<file path="src/rtl/shift_engine_pkg.sv">
package shift_engine_pkg;
  typedef struct packed {
    logic wide;
    logic lsb_first;
    logic cpol;
    logic cpha;
  } shift_cfg_t;
endpackage

</file>
<file path="src/rtl/sse_bit_counter.sv">
module sse_bit_counter #(
  parameter int CNT_W = 5
) (
  input  logic             clk_i,
  input  logic             rst_ni,
  input  logic             soft_rst_i,
  input  logic             cnt_we_i,
  input  logic [CNT_W-1:0] cnt_wdata_i,
  input  logic             auto_clr_dis_i,
  input  logic             flag_clr_i,
  input  logic             bit_done_i,
  output logic [CNT_W-1:0] cnt_o,
  output logic             done_o,
  output logic             active_o
);
  logic [CNT_W-1:0] cnt_q;
  logic             done_q;
  logic             last_bit;

  assign last_bit = bit_done_i && (cnt_q == CNT_W'(1));

  always_ff @(posedge clk_i or negedge rst_ni) begin
    if (!rst_ni)              cnt_q <= '0;
    else if (soft_rst_i)      cnt_q <= '0;
    else if (cnt_we_i)        cnt_q <= cnt_wdata_i;
    else if (bit_done_i)      cnt_q <= cnt_q - CNT_W'(1);
  end

  always_ff @(posedge clk_i or negedge rst_ni) begin
    if (!rst_ni)                         done_q <= 1'b0;
    else if (soft_rst_i)                 done_q <= 1'b0;
    else if (cnt_we_i) begin
      if (cnt_wdata_i == '0)             done_q <= 1'b1;
      else if (!auto_clr_dis_i)          done_q <= 1'b0;
      else if (flag_clr_i)               done_q <= 1'b0;
    end
    else if (last_bit)                   done_q <= 1'b1;
    else if (flag_clr_i)                 done_q <= 1'b0;
  end

  assign cnt_o    = cnt_q;
  assign done_o   = done_q;
  assign active_o = !done_q && (cnt_q != '0);


  decrement_chk: assert property (@(posedge clk_i) disable iff (!rst_ni)
    bit_done_i && !cnt_we_i && !soft_rst_i |=> cnt_q == $past(cnt_q) - 1'b1);

  zero_write_chk: assert property (@(posedge clk_i) disable iff (!rst_ni)
    cnt_we_i && (cnt_wdata_i == '0) && !soft_rst_i |=> done_q);

  auto_clear_chk: assert property (@(posedge clk_i) disable iff (!rst_ni)
    cnt_we_i && (cnt_wdata_i != '0) && !auto_clr_dis_i && !soft_rst_i |=> !done_q);
endmodule

</file>
<file path="src/rtl/sse_clk_phase.sv">
module sse_clk_phase (
  input  logic clk_i,
  input  logic rst_ni,
  input  logic soft_rst_i,
  input  logic restart_i,
  input  logic edge_ok_i,
  input  logic cpol_i,
  input  logic cpha_i,
  input  logic sdi_i,
  input  logic tx_bit_i,
  output logic sclk_o,
  output logic trail_o,
  output logic rx_bit_o,
  output logic sdo_bit_o
);
  logic half_q;
  logic sample_q;
  logic sdo_q;
  logic lead;

  assign lead    = edge_ok_i && !half_q;
  assign trail_o = edge_ok_i &&  half_q;

  always_ff @(posedge clk_i or negedge rst_ni) begin
    if (!rst_ni) begin
      half_q   <= 1'b0;
      sample_q <= 1'b0;
      sdo_q    <= 1'b0;
    end else if (soft_rst_i) begin
      half_q   <= 1'b0;
      sample_q <= 1'b0;
      sdo_q    <= 1'b0;
    end else begin
      if (restart_i)      half_q <= 1'b0;
      else if (edge_ok_i) half_q <= !half_q;
      if (lead) begin
        sample_q <= sdi_i;     // used when sampling leads
        sdo_q    <= tx_bit_i;  // used when output change leads
      end
    end
  end

  assign sclk_o    = cpol_i ^ half_q;
  assign rx_bit_o  = cpha_i ? sdi_i : sample_q;
  assign sdo_bit_o = cpha_i ? sdo_q : tx_bit_i;
endmodule

</file>
<file path="src/rtl/sse_shift_reg.sv">
module sse_shift_reg #(
  parameter int DATA_W   = 16,
  parameter int NARROW_W = 8
) (
  input  logic              clk_i,
  input  logic              rst_ni,
  input  logic              soft_rst_i,
  input  logic              wr_i,
  input  logic [DATA_W-1:0] wdata_i,
  input  logic              shift_i,
  input  logic              rx_bit_i,
  input  logic              wide_i,
  input  logic              lsb_first_i,
  output logic [DATA_W-1:0] data_o,
  output logic              tx_bit_o
);
  logic [DATA_W-1:0] sr_q;
  logic [DATA_W-1:0] up_wide, dn_wide, up_narrow, dn_narrow, shifted;

  assign up_wide   = {sr_q[DATA_W-2:0], rx_bit_i};
  assign dn_wide   = {rx_bit_i, sr_q[DATA_W-1:1]};
  assign up_narrow = {sr_q[DATA_W-1:NARROW_W], sr_q[NARROW_W-2:0], rx_bit_i};
  assign dn_narrow = {sr_q[DATA_W-1:NARROW_W], rx_bit_i, sr_q[NARROW_W-1:1]};

  always_comb begin
    unique case ({wide_i, lsb_first_i})
      2'b10:   shifted = up_wide;
      2'b11:   shifted = dn_wide;
      2'b00:   shifted = up_narrow;
      default: shifted = dn_narrow;
    endcase
  end

  always_ff @(posedge clk_i or negedge rst_ni) begin
    if (!rst_ni)         sr_q <= '0;
    else if (soft_rst_i) sr_q <= '0;
    else if (wr_i)       sr_q <= wdata_i;
    else if (shift_i)    sr_q <= shifted;
  end

  always_comb begin
    if (lsb_first_i) tx_bit_o = sr_q[0];
    else if (wide_i) tx_bit_o = sr_q[DATA_W-1];
    else             tx_bit_o = sr_q[NARROW_W-1];
  end

  assign data_o = sr_q;


  narrow_hold_chk: assert property (@(posedge clk_i) disable iff (!rst_ni)
    shift_i && !wide_i && !wr_i && !soft_rst_i
      |=> data_o[DATA_W-1:NARROW_W] == $past(data_o[DATA_W-1:NARROW_W]));
endmodule

</file>
<file path="src/rtl/shift_engine.sv">
module shift_engine
  import shift_engine_pkg::*;
#(
  parameter int DATA_W   = 16,
  parameter int NARROW_W = 8,
  parameter int CNT_W    = $clog2(DATA_W) + 1
) (
  input  logic              clk_i,
  input  logic              rst_ni,
  input  logic              soft_rst_i,
  input  logic              wide_i,
  input  logic              lsb_first_i,
  input  logic              cpol_i,
  input  logic              cpha_i,
  input  logic              out_en_i,
  input  logic              irq_en_i,
  input  logic              auto_clr_dis_i,
  input  logic              data_we_i,
  input  logic [DATA_W-1:0] data_wdata_i,
  output logic [DATA_W-1:0] data_rdata_o,
  input  logic              cnt_we_i,
  input  logic [CNT_W-1:0]  cnt_wdata_i,
  output logic [CNT_W-1:0]  cnt_o,
  input  logic              flag_clr_i,
  input  logic              edge_i,
  input  logic              sdi_i,
  output logic              sdo_o,
  output logic              sdo_oe_o,
  output logic              sclk_o,
  output logic              done_o,
  output logic              irq_o
);
  shift_cfg_t cfg;
  logic active, edge_ok, trail, rx_bit, tx_bit, sdo_bit;

  assign cfg = '{wide: wide_i, lsb_first: lsb_first_i, cpol: cpol_i, cpha: cpha_i};

  // writes win over a same-cycle edge
  assign edge_ok = edge_i && active && !cnt_we_i && !data_we_i && !soft_rst_i;

  sse_bit_counter #(.CNT_W(CNT_W)) u_cnt (
    .clk_i, .rst_ni, .soft_rst_i,
    .cnt_we_i, .cnt_wdata_i, .auto_clr_dis_i, .flag_clr_i,
    .bit_done_i (trail),
    .cnt_o, .done_o,
    .active_o   (active)
  );

  sse_clk_phase u_phase (
    .clk_i, .rst_ni, .soft_rst_i,
    .restart_i (cnt_we_i),
    .edge_ok_i (edge_ok),
    .cpol_i    (cfg.cpol),
    .cpha_i    (cfg.cpha),
    .sdi_i,
    .tx_bit_i  (tx_bit),
    .sclk_o,
    .trail_o   (trail),
    .rx_bit_o  (rx_bit),
    .sdo_bit_o (sdo_bit)
  );

  sse_shift_reg #(.DATA_W(DATA_W), .NARROW_W(NARROW_W)) u_sr (
    .clk_i, .rst_ni, .soft_rst_i,
    .wr_i        (data_we_i),
    .wdata_i     (data_wdata_i),
    .shift_i     (trail),
    .rx_bit_i    (rx_bit),
    .wide_i      (cfg.wide),
    .lsb_first_i (cfg.lsb_first),
    .data_o      (data_rdata_o),
    .tx_bit_o    (tx_bit)
  );

  assign sdo_oe_o = out_en_i;
  assign sdo_o    = out_en_i & sdo_bit;
  assign irq_o    = irq_en_i & done_o;


  frozen_chk: assert property (@(posedge clk_i) disable iff (!rst_ni)
    done_o && !data_we_i && !soft_rst_i |=> $stable(data_rdata_o));

  idle_clk_chk: assert property (@(posedge clk_i) disable iff (!rst_ni)
    done_o |-> sclk_o == cpol_i);

  flag_zero_chk: assert property (@(posedge clk_i) disable iff (!rst_ni)
    $rose(done_o) |-> cnt_o == '0);

  soft_rst_chk: assert property (@(posedge clk_i) disable iff (!rst_ni)
    soft_rst_i |=> (cnt_o == '0) && !done_o && (data_rdata_o == '0));
endmodule

</file>
<file path="config.mk">
export PLATFORM = sky130hd
export DESIGN_NAME = shift_engine
export DESIGN_NICKNAME = d
export VERILOG_FILES = /design/src/rtl/shift_engine_pkg.sv /design/src/rtl/sse_bit_counter.sv /design/src/rtl/sse_clk_phase.sv /design/src/rtl/sse_shift_reg.sv /design/src/rtl/shift_engine.sv
export SDC_FILE = /design/constraint.sdc
export NUM_CORES = 1
export LEC_CHECK = 0
export ABC_AREA = 1
export BUFFER_PORTS_ARGS = -buffer_cell sky130_fd_sc_hd__buf_2
export CAP_MARGIN = 10
export CORE_ASPECT_RATIO = 1.1
export CORE_MARGIN = 5
export CORE_UTILIZATION = 50
export CTS_CLUSTER_DIAMETER = 150
export CTS_CLUSTER_SIZE = 28
export DETAILED_ROUTE_END_ITERATION = 8
export GPL_TIMING_DRIVEN = 0
export PLACE_DENSITY_LB_ADDON = 0.1
export RECOVER_POWER = 25
export SLEW_MARGIN = 20
export SYNTH_ARGS = -nofsm -noshare
export SYNTH_HDL_FRONTEND = slang
export SYNTH_SLANG_ARGS = --single-unit
</file>
<file path="constraint.sdc">
create_clock -name clk_i -period 1.6 [get_ports clk_i]
set_input_delay 0.08 -clock clk_i [delete_from_list [all_inputs] [get_ports clk_i]]
set_output_delay 0.08 -clock clk_i [all_outputs]
set_load 0.005 [all_outputs]
</file>
==> results of run 1 <==
-- registers in the layout, summed over array words and instances (netlist names) --
name and cells:
u_cnt.done_o 1, u_cnt.cnt_o 5, u_phase.sample_q 1, u_sr.data_o 16, u_phase.half_q 1, u_phase.sdo_q 1
-- worst reg2reg max path, cell delays in order, from the launching register on --
cell and delay, ns:
dfrtp_1 0.45, inv_1 0.11, ha_2 0.21, nand3_4 0.11, nand3_2 0.12, nand2_2 0.11, buf_6 0.16, nand2_1 0.06
o21ai_1 0.06
-- path summary, 6_finish.rpt --
| kind | end | slack, ns | cells past startpoint |
|---|---|---|---|
| hold reg to reg | u_phase.sample_q$_DFFE_PN0P_ | 0.52 | 2 |
| setup reg to reg | u_sr.data_o[5]$_DFFE_PN0P_ | 0.11 | 8 |
| max in group asynchronous | u_cnt.cnt_o[2]$_DFFE_PN0P_ | 0.88 | 2 |
| hold / removal | u_sr.data_o[8]$_DFFE_PN0P_ | 0.03 | 5 |
| min in group asynchronous | u_cnt.cnt_o[1]$_DFFE_PN0P_ | 0.29 | 2 |
| setup / recovery | u_sr.data_o[5]$_DFFE_PN0P_ | 0.11 | 8 |
-- logic make-up (layout without fill, tap and decap cells) --
group | count (synthesis) | in the layout
buf+inv | 42 | 109
fa+ha+maj | 3 | 3
simple gates | 174 | 174
xor+xnor | 2 | 2
compound gates | 30 | 30
flops | 25 | 25
-- metrics by stage --
stage / cells / setup slack (ns)
6_report: 391 / 0.109
5_1_grt: 391 / -0.0219
4_1_cts: 389 / 0.0413
3_5_place_dp: 382 / 0.0384
3_3_place_gp: 382 / 0.0653
2_1_floorplan: 276 / 0.217
-- cell usage after synthesis, types with 3 or more instances --
cell type and count:
a21oi_1 4, buf_2 4, dfrtp_1 25, ha_1 3, inv_1 29, nand2_1 110
nand3_1 33, nor2_1 19, o21ai_0 23
-- per-layer routing --
| layer | global-route usage [%] | vias up | part of all wire (%) |
|---|---|---|---|
| met5 | 0 | - | 0 |
| met4 | 4.73 | 0 | 1.1 |
| met3 | 1.85 | 5 | 5.1 |
| met2 | 37.1 | 61 | 51 |
| met1 | 24.3 | 876 | 43 |
| li1 | - | 1002 | - |
-- power breakdown --
part           internal [uW]  switching (uW)
Clock                   97.9             207
Combinational            191             253
Sequential               682            53.4
Total                    971             513
-- timing repair --
action	in CTS	in global routing
buffers inserted	1	2
hold endpoints to repair	26	0
endpoints found under the setup margin	3	11
resized for setup	0	7
hold buffers	2	0
cloned	0	0
-- area by class of cell --
cell class | instances | share of cell area [%]
timing repair buffer | 63 | 15.0
clock buffer | 4 | 1.19
tap | 48 | 2.71
buffer | 10 | 2.94
multi-input combinational | 209 | 44.4
inverter | 32 | 5.54
sequential | 25 | 28.3
==> flow_summary.ini, run 1 <==
[cts]
cts_num_sinks = 25
cts_buffer_depth = 2
h-tree-depth = 1
clkTransAtPathRegs_ns = 0.15
clk_latency_ns = 0.33
tritoncts = done
cts-buffers-inserted = 3
cts-root-buf = clkbuf_4

[timing]
hold_slack_ns = 0.0313
post-route-period-util_pct = 93.2
fmax_mhz = 671
period_needed_ns = 1.49
grt_setup_unrepaired = yes
slew_viol_final = 0
hold_viol = 0
skew_ns = 0.00177
slew_headroom_pct = 56.3
setup_tns_ns = 0
setup_violations = 0
worstMarginPinSlew_ns = 0.656

[placement]
dpl_cell_area_um2 = 2140
hpwl_um = 3530
port_buffers = 58
gp_congestion = 0.860

[floorplan]
initial_core_util_pct = 52.7
core_um2 = 3390
die_h_um = 72.7
rows = 22
io_pins = 62
chipWidth_um = 67.0
die_area_um2 = 4870

[logic_synthesis]
yosys.area_share.adder_pct = 2.10
synth_fp_nets = 315
synth_top_area_cell = dfrtp_1
synth-xor-area-share_pct = 0.981
synth_top_cell_area_share_pct = 35.0
ys_types = 28
synthMuxAreaShare_pct = 0
synth-async-reset-ratio_pct = 100
synthTopCellsByArea = dfrtp_1 35%, nand2_1 23%, nand3_1 9.3%
syn-cell-area_um2 = 1790
syn_inst = 276
yosys_warnings = 0
synth_ff_type = dfrtp_1
synth_edf_count = 0
yosys_register_bits = 25
synth-seq-area-share_pct = 35.0
synth_top_family_by_area = simple AND/OR/NAND/NOR gates
synth_compound_area_share_pct = 8.69
synthSimpleGateAreaFrac_pct = 42.7
syn_area_per_cell_um2 = 6.47

[detailed_routing]
drt_iter0_drc = 104
drt-vias-per-instance = 4.97
wire_per_inst_um = 12.0
drc = 0
routed_wl_um = 4690
first_pass_iters = 4
drtAntennaViolNets = 0
dr_total_vias = 1944

[grt]
antenna_found_initial = 0
grt_overflow = 0
track_usage_pct = 19.9
grt_pass1_vias = 1774
grt_max_degree = 26
grt_pass1_wl_um = 7690

[layout]
drive_above_1_share_pct = 24.8
final_core_util_pct = 65.4
n_antenna_cell = 0
final_common_cell = nand2_1
seqCellArea_um2 = 626
nNetsFinal = 383
final_cell_mix = 110 x nand2_1, 60 x buf_2, 33 x nand3_1
syn_to_final_growth_pct = 24.0
design_area_um2 = 2210
fillers = 345
multiInputGateArea_um2 = 982

[setup_path]
critPathLaunchType = flip-flop
arrival_ns = 1.72
critPathLaunch = u_cnt.cnt_o[1]$_DFFE_PN0P_
cp.required_ns = 1.83
cp_cell_sequence = inv_1, ha_2, nand3_4, nand3_2, nand2_2, buf_6, nand2_1, o21ai_1
cp_num_buf_inv = 2
worstPathMaxFanout = 10
crit_type = reg -> reg
endpoint_kind = flip-flop
cpLargestDelayFamily = flip-flops
slowest_delay_ns = 0.45
cp_slowest_cell = dfrtp_1
r2r_start = u_cnt.cnt_o[1]$_DFFE_PN0P_

[power]
powerDensity_nw_per_um2 = 670
power_uw = 1480
peakVddDrop_mv = 0.437
leakagePower_uw = 0.00129

[min_path]
hold_path_startpoint = data_wdata_i[8]
min_path_type = in -> reg

[run]
cap_violations = 0

[run_status]
status = completed
Note: power is estimated with default switching activity, not from simulation.
==> run 2, diff against run 1 <==
- REMOVE_ABC_BUFFERS: default -> 1
==> run 2 against run 1 <==
Net effect:
- routed wire length is 3.9% lower
- clock skew is 0.0065 ns higher
- die area stayed put
- sequential share of layout area is 0.47 points higher
- final area is 1.6% lower
- worst setup slack better by 0.051 ns
- critical path type unchanged
- largest power group unchanged
==> flow_summary.ini, run 2 (synthesized netlist as in run 1, its figures left out) <==
[detailed_routing]
routed_wl_um = 4500
first_pass_iters = 5
wire_per_inst_um = 11.8
drt_iter0_drc = 170
drt-vias-per-instance = 4.85
drtAntennaViolNets = 0
drc = 0
dr_total_vias = 1857

[layout]
design_area_um2 = 2180
drive_above_1_share_pct = 23.9
syn_to_final_growth_pct = 21.9
n_antenna_cell = 0
final_common_cell = nand2_1
final_core_util_pct = 64.3
final_cell_mix = 109 x nand2_1, 60 x buf_2, 33 x nand3_1
largest_reg_flops = 16
nNetsFinal = 375

[setup_path]
crit_type = reg -> reg
endpoint_kind = flip-flop
arrival_ns = 1.72
worstPathMaxFanout = 6
critPathLaunchType = flip-flop
cp.required_ns = 1.87

[grt]
antenna_found_initial = 0
grt_pass1_vias = 1754
track_usage_pct = 20.1
grt_max_degree = 26
grt_pass1_wl_um = 7780
grt_overflow = 0

[timing]
worstMarginPinSlew_ns = 0.657
period_needed_ns = 1.44
hold_slack_ns = 0.0367
setup_violations = 0
setup_tns_ns = 0
slew_headroom_pct = 56.2
hold_viol = 0
slew_viol_final = 0
fmax_mhz = 694
post-route-period-util_pct = 90.0
skew_ns = 0.00826

[cts]
clkTransAtPathRegs_ns = 0.14
h-tree-depth = 1
clk_latency_ns = 0.33
tritoncts = done
cts_num_sinks = 25
cts-root-buf = clkbuf_4
cts-buffers-inserted = 3
cts_buffer_depth = 2

[floorplan]
chipWidth_um = 67.0
die_area_um2 = 4870
initial_core_util_pct = 52.7
rows = 22
io_pins = 62
core_um2 = 3390
die_h_um = 72.7

[run]
cap_violations = 0

[power]
peakVddDrop_mv = 0.408
power_uw = 1460
leakagePower_uw = 0.00127
powerDensity_nw_per_um2 = 672

[placement]
dpl_cell_area_um2 = 2090
port_buffers = 61
gp_congestion = 0.845
hpwl_um = 3340

[min_path]
min_path_type = in -> reg

[run_status]
status = completed
run 2: changes by cell type in the layout (fill, tap and decap cells not counted), sizes merged:
cell,before,now
buf,67,62
clkbuf,8,5
run 2: cell type report:
| type | count | area (um2) |
|---|---|---|
| Clock buffer | 4 | 26.3 |
| Fill cell | 349 | 1210 |
| Inverter | 32 | 123 |
| Multi-Input combinational cell | 209 | 1000 |
| Sequential cell | 25 | 626 |
| Tap cell | 48 | 60.1 |
| Timing Repair Buffer | 65 | 340 |
run 2: critical path, cell delays in order (launching register included):
cell and delay (ns):
dfrtp_1 0.43, inv_1 0.14, ha_2 0.21, nand3_4 0.12
nand3_4 0.14, nand2_2 0.11, inv_2 0.11, nand2_1 0.06
nand2_1 0.06
run 2: metrics by stage:
stage | std cells | setup WS [ns]
floorplan | 266 | 0.243
global placement | 375 | -0.0216
detailed placement | 375 | -0.0306
CTS | 381 | 0.0454
global route | 383 | -0.00841
finish | 383 | 0.159
run 2: path summary, 6_finish.rpt:
path                                                     end  cells after the start  slack (ns)                    startpoint
worst max-delay path              u_cnt.cnt_o[3]$_DFFE_PN0P_                      8        0.16    u_cnt.cnt_o[0]$_DFFE_PN0P_
max in group asynchronous         u_cnt.cnt_o[0]$_DFFE_PN0P_                      2        0.89                        rst_ni
worst max register to register    u_cnt.cnt_o[3]$_DFFE_PN0P_                      8        0.16    u_cnt.cnt_o[0]$_DFFE_PN0P_
min in group asynchronous         u_sr.data_o[5]$_DFFE_PN0P_                      2        0.29                        rst_ni
worst min register to register  u_phase.sample_q$_DFFE_PN0P_                      2        0.54  u_phase.sample_q$_DFFE_PN0P_
worst min-delay path              u_sr.data_o[8]$_DFFE_PN0P_                      5        0.04               data_wdata_i[8]
run 2: per-layer routing:
| layer | global-route usage [%] | part of all wire [%] | up-vias |
|---|---|---|---|
| met5 | 0 | 0 | - |
| met4 | 5.86 | 1.1 | 0 |
| met3 | 2.77 | 6.6 | 4 |
| met2 | 34.0 | 46 | 52 |
| met1 | 26.7 | 47 | 810 |
| li1 | - | - | 991 |
run 2: repair_timing:
| action | in CTS | in global routing |
|---|---|---|
| resized for setup | 0 | 8 |
| hold endpoints to repair | 26 | 0 |
| buffers inserted | 0 | 2 |
| endpoints found under the setup margin | 0 | 21 |
| hold buffers | 2 | 0 |
run 2: report_power, final:
part | switching, uW | leakage, uW | total, uW | internal [uW]
Clock | 199 | 0.0000150 | 297 | 97.7
Combinational | 250 | 0.000921 | 429 | 179
Sequential | 53.8 | 0.000331 | 736 | 682
Total | 503 | 0.00127 | 1460 | 958
==> run 3, diff against run 2 <==
- CORE_UTILIZATION: 50 -> 52
- CTS_BUF_LIST: default -> sky130_fd_sc_hd__clkbuf_8
==> run 3 against run 2 <==
Net effect:
- highest routed layer unchanged
- non-clock buffer count fell by 2
- routed wire length decreased by 0.93%
- clock skew is 0.0061 ns lower
- total power increased by 3.4%
- via count increased by 3.5%
- count of clock-buffer cells in the layout fell by 1
- clock power grew 24%
- register-to-register slack lost 0.06 ns
- critical path depth shrank 1
- critical path type unchanged
==> flow_summary.ini, run 3 (synthesized netlist as in run 1, its figures left out) <==
[layout]
final_common_cell = nand2_1
final_cell_mix = 109 x nand2_1, 59 x buf_2, 33 x nand3_1
syn_to_final_growth_pct = 21.2
drive_above_1_share_pct = 23.1
stdcell_count = 381
n_antenna_cell = 0
nNetsFinal = 373
final_core_util_pct = 65.0
largest_reg_flops = 16
fillers = 343

[setup_path]
reg2reg_depth = 7
critPathLaunchType = flip-flop
endpoint_kind = flip-flop
worstPathMaxFanout = 9
rrSetupSlack_ns = 0.1
arrival_ns = 1.67
slowest_delay_ns = 0.43
rr_endpoint = u_sr.data_o[11]$_DFFE_PN0P_
cp.required_ns = 1.76
cp_cell_sequence = inv_1, ha_1, nand3_2, nand4_4, buf_4, nand3_1, nand2_1
crit_type = reg -> reg
r2r_start = u_cnt.cnt_o[0]$_DFFE_PN0P_
cp_slowest_cell = dfrtp_1

[timing]
fmax_mhz = 665
skew_ns = 0.00220
period_needed_ns = 1.50
slew_viol_final = 0
post-route-period-util_pct = 94.0
grt_setup_unrepaired = yes
setup_violations = 0
hold_viol = 0
slew_headroom_pct = 55.8
worstMarginPinSlew_ns = 0.664

[power]
leakagePower_uw = 0.00127
peakVddDrop_mv = 0.454
powerDensity_nw_per_um2 = 699

[run]
cap_violations = 0

[floorplan]
die_area_um2 = 4710
core_um2 = 3330
io_pins = 62
initial_core_util_pct = 53.6
rows = 22
die_h_um = 71.5
chipWidth_um = 65.9

[cts]
cts-root-buf = clkbuf_8
clkTransAtPathRegs_ns = 0.08
cts_buffer_depth = 2
cts-buffers-inserted = 3
clk_latency_ns = 0.27
tritoncts = done
cts_num_sinks = 25
h-tree-depth = 1

[detailed_routing]
routed_wl_um = 4460
wire_per_inst_um = 11.7
drt-vias-per-instance = 5.04
drt_iter0_drc = 143
first_pass_iters = 4
dr_total_vias = 1922
drc = 0
drtAntennaViolNets = 0

[grt]
antenna_found_initial = 0
track_usage_pct = 19.7
grt_pass1_wl_um = 7430
grt_pass1_vias = 1772
grt_max_degree = 26
grt_overflow = 0

[placement]
port_buffers = 61
placed_cells = 375
gp_congestion = 0.809
hpwl_um = 3360

[min_path]
min_path_cells = 3
hold_path_end = u_phase.sample_q$_DFFE_PN0P_
min_path_type = in -> reg
hold_path_startpoint = sdi_i

[run_status]
status = completed
==> run 3: cell count changes in the layout (fill, tap and decap cells not counted), moves of 2 or more <==
cell,previous run,this run
nand3_4,2,0
clkbuf_8,0,3
o21ai_0,21,23
nand3_2,0,2
clkbuf_4,3,0
o21ai_1,3,1
==> run 3: final cells by class <==
cell class              instances  area (um2)  share of cell area [%]
inverters                      32         123                    5.66
repair buffers                 63         322                    14.9
flip-flops and latches         25         626                    28.9
clock inverters                 1        3.75                   0.173
well taps                      48        60.1                    2.77
clock buffers                   3        41.3                    1.91
multi-input cells             209         990                    45.7
==> run 3: how the worst max path moves through the flow <==
stage                                          start                          end  slack [ns]
after floorplan           u_cnt.cnt_o[0]$_DFFE_PN0P_   u_cnt.cnt_o[2]$_DFFE_PN0P_        0.24
after detailed placement                   data_we_i   u_sr.data_o[0]$_DFFE_PN0P_        0.02
after CTS                 u_cnt.cnt_o[0]$_DFFE_PN0P_   u_cnt.cnt_o[1]$_DFFE_PN0P_        0.04
final                     u_cnt.cnt_o[0]$_DFFE_PN0P_  u_sr.data_o[11]$_DFFE_PN0P_         0.1
after global placement                     data_we_i   u_sr.data_o[4]$_DFFE_PN0P_        0.02
after global routing      u_cnt.cnt_o[0]$_DFFE_PN0P_   u_sr.data_o[1]$_DFFE_PN0P_       -0.04
==> run 3: metal layers <==
layer	vias to the layer above	track usage (%)	wire length [um]
li1	985	-	-
met1	879	23.4	1920
met2	50	35.2	2240
met3	8	3.29	238
met4	0	6.91	65
met5	-	0	0
==> run 3: power by group <==
part	internal, uW	switching [uW]	total (uW)	leakage, uW
Combinational	167	239	407	0.000910
Clock	172	197	369	0.0000269
Sequential	682	54.5	736	0.000331
Total	1020	491	1510	0.00127
==> run 3: repair_timing <==
item | CTS | global route
buffers inserted | 0 | 1
gates resized for setup | 0 | 4
endpoints found under the setup margin | 0 | 21
hold endpoints to repair | 25 | 0
hold buffers | 1 | 0
==> run 3: worst max-delay path: cells and delay by family (launching register included) <==
kind	cells	cell delay, ns
flops	1	0.43
simple gates	4	0.44
fa+ha+maj	1	0.22
buf+inv	2	0.31
==> run 3: stage by stage <==
stage,hold slack [ns],setup TNS (ns),cell area [um2],power (uW),worst slack (ns)
after detailed placement,0.115,0,2090,1150,0.0226
after global placement,0.110,0,2090,1140,0.0158
after floorplan,-0.216,0,1720,973,0.243
after CTS,0.0392,0,2140,1530,0.0407
final,0.0497,0,2160,1510,0.0966
after global routing,0.0406,-0.254,2160,1630,-0.0352
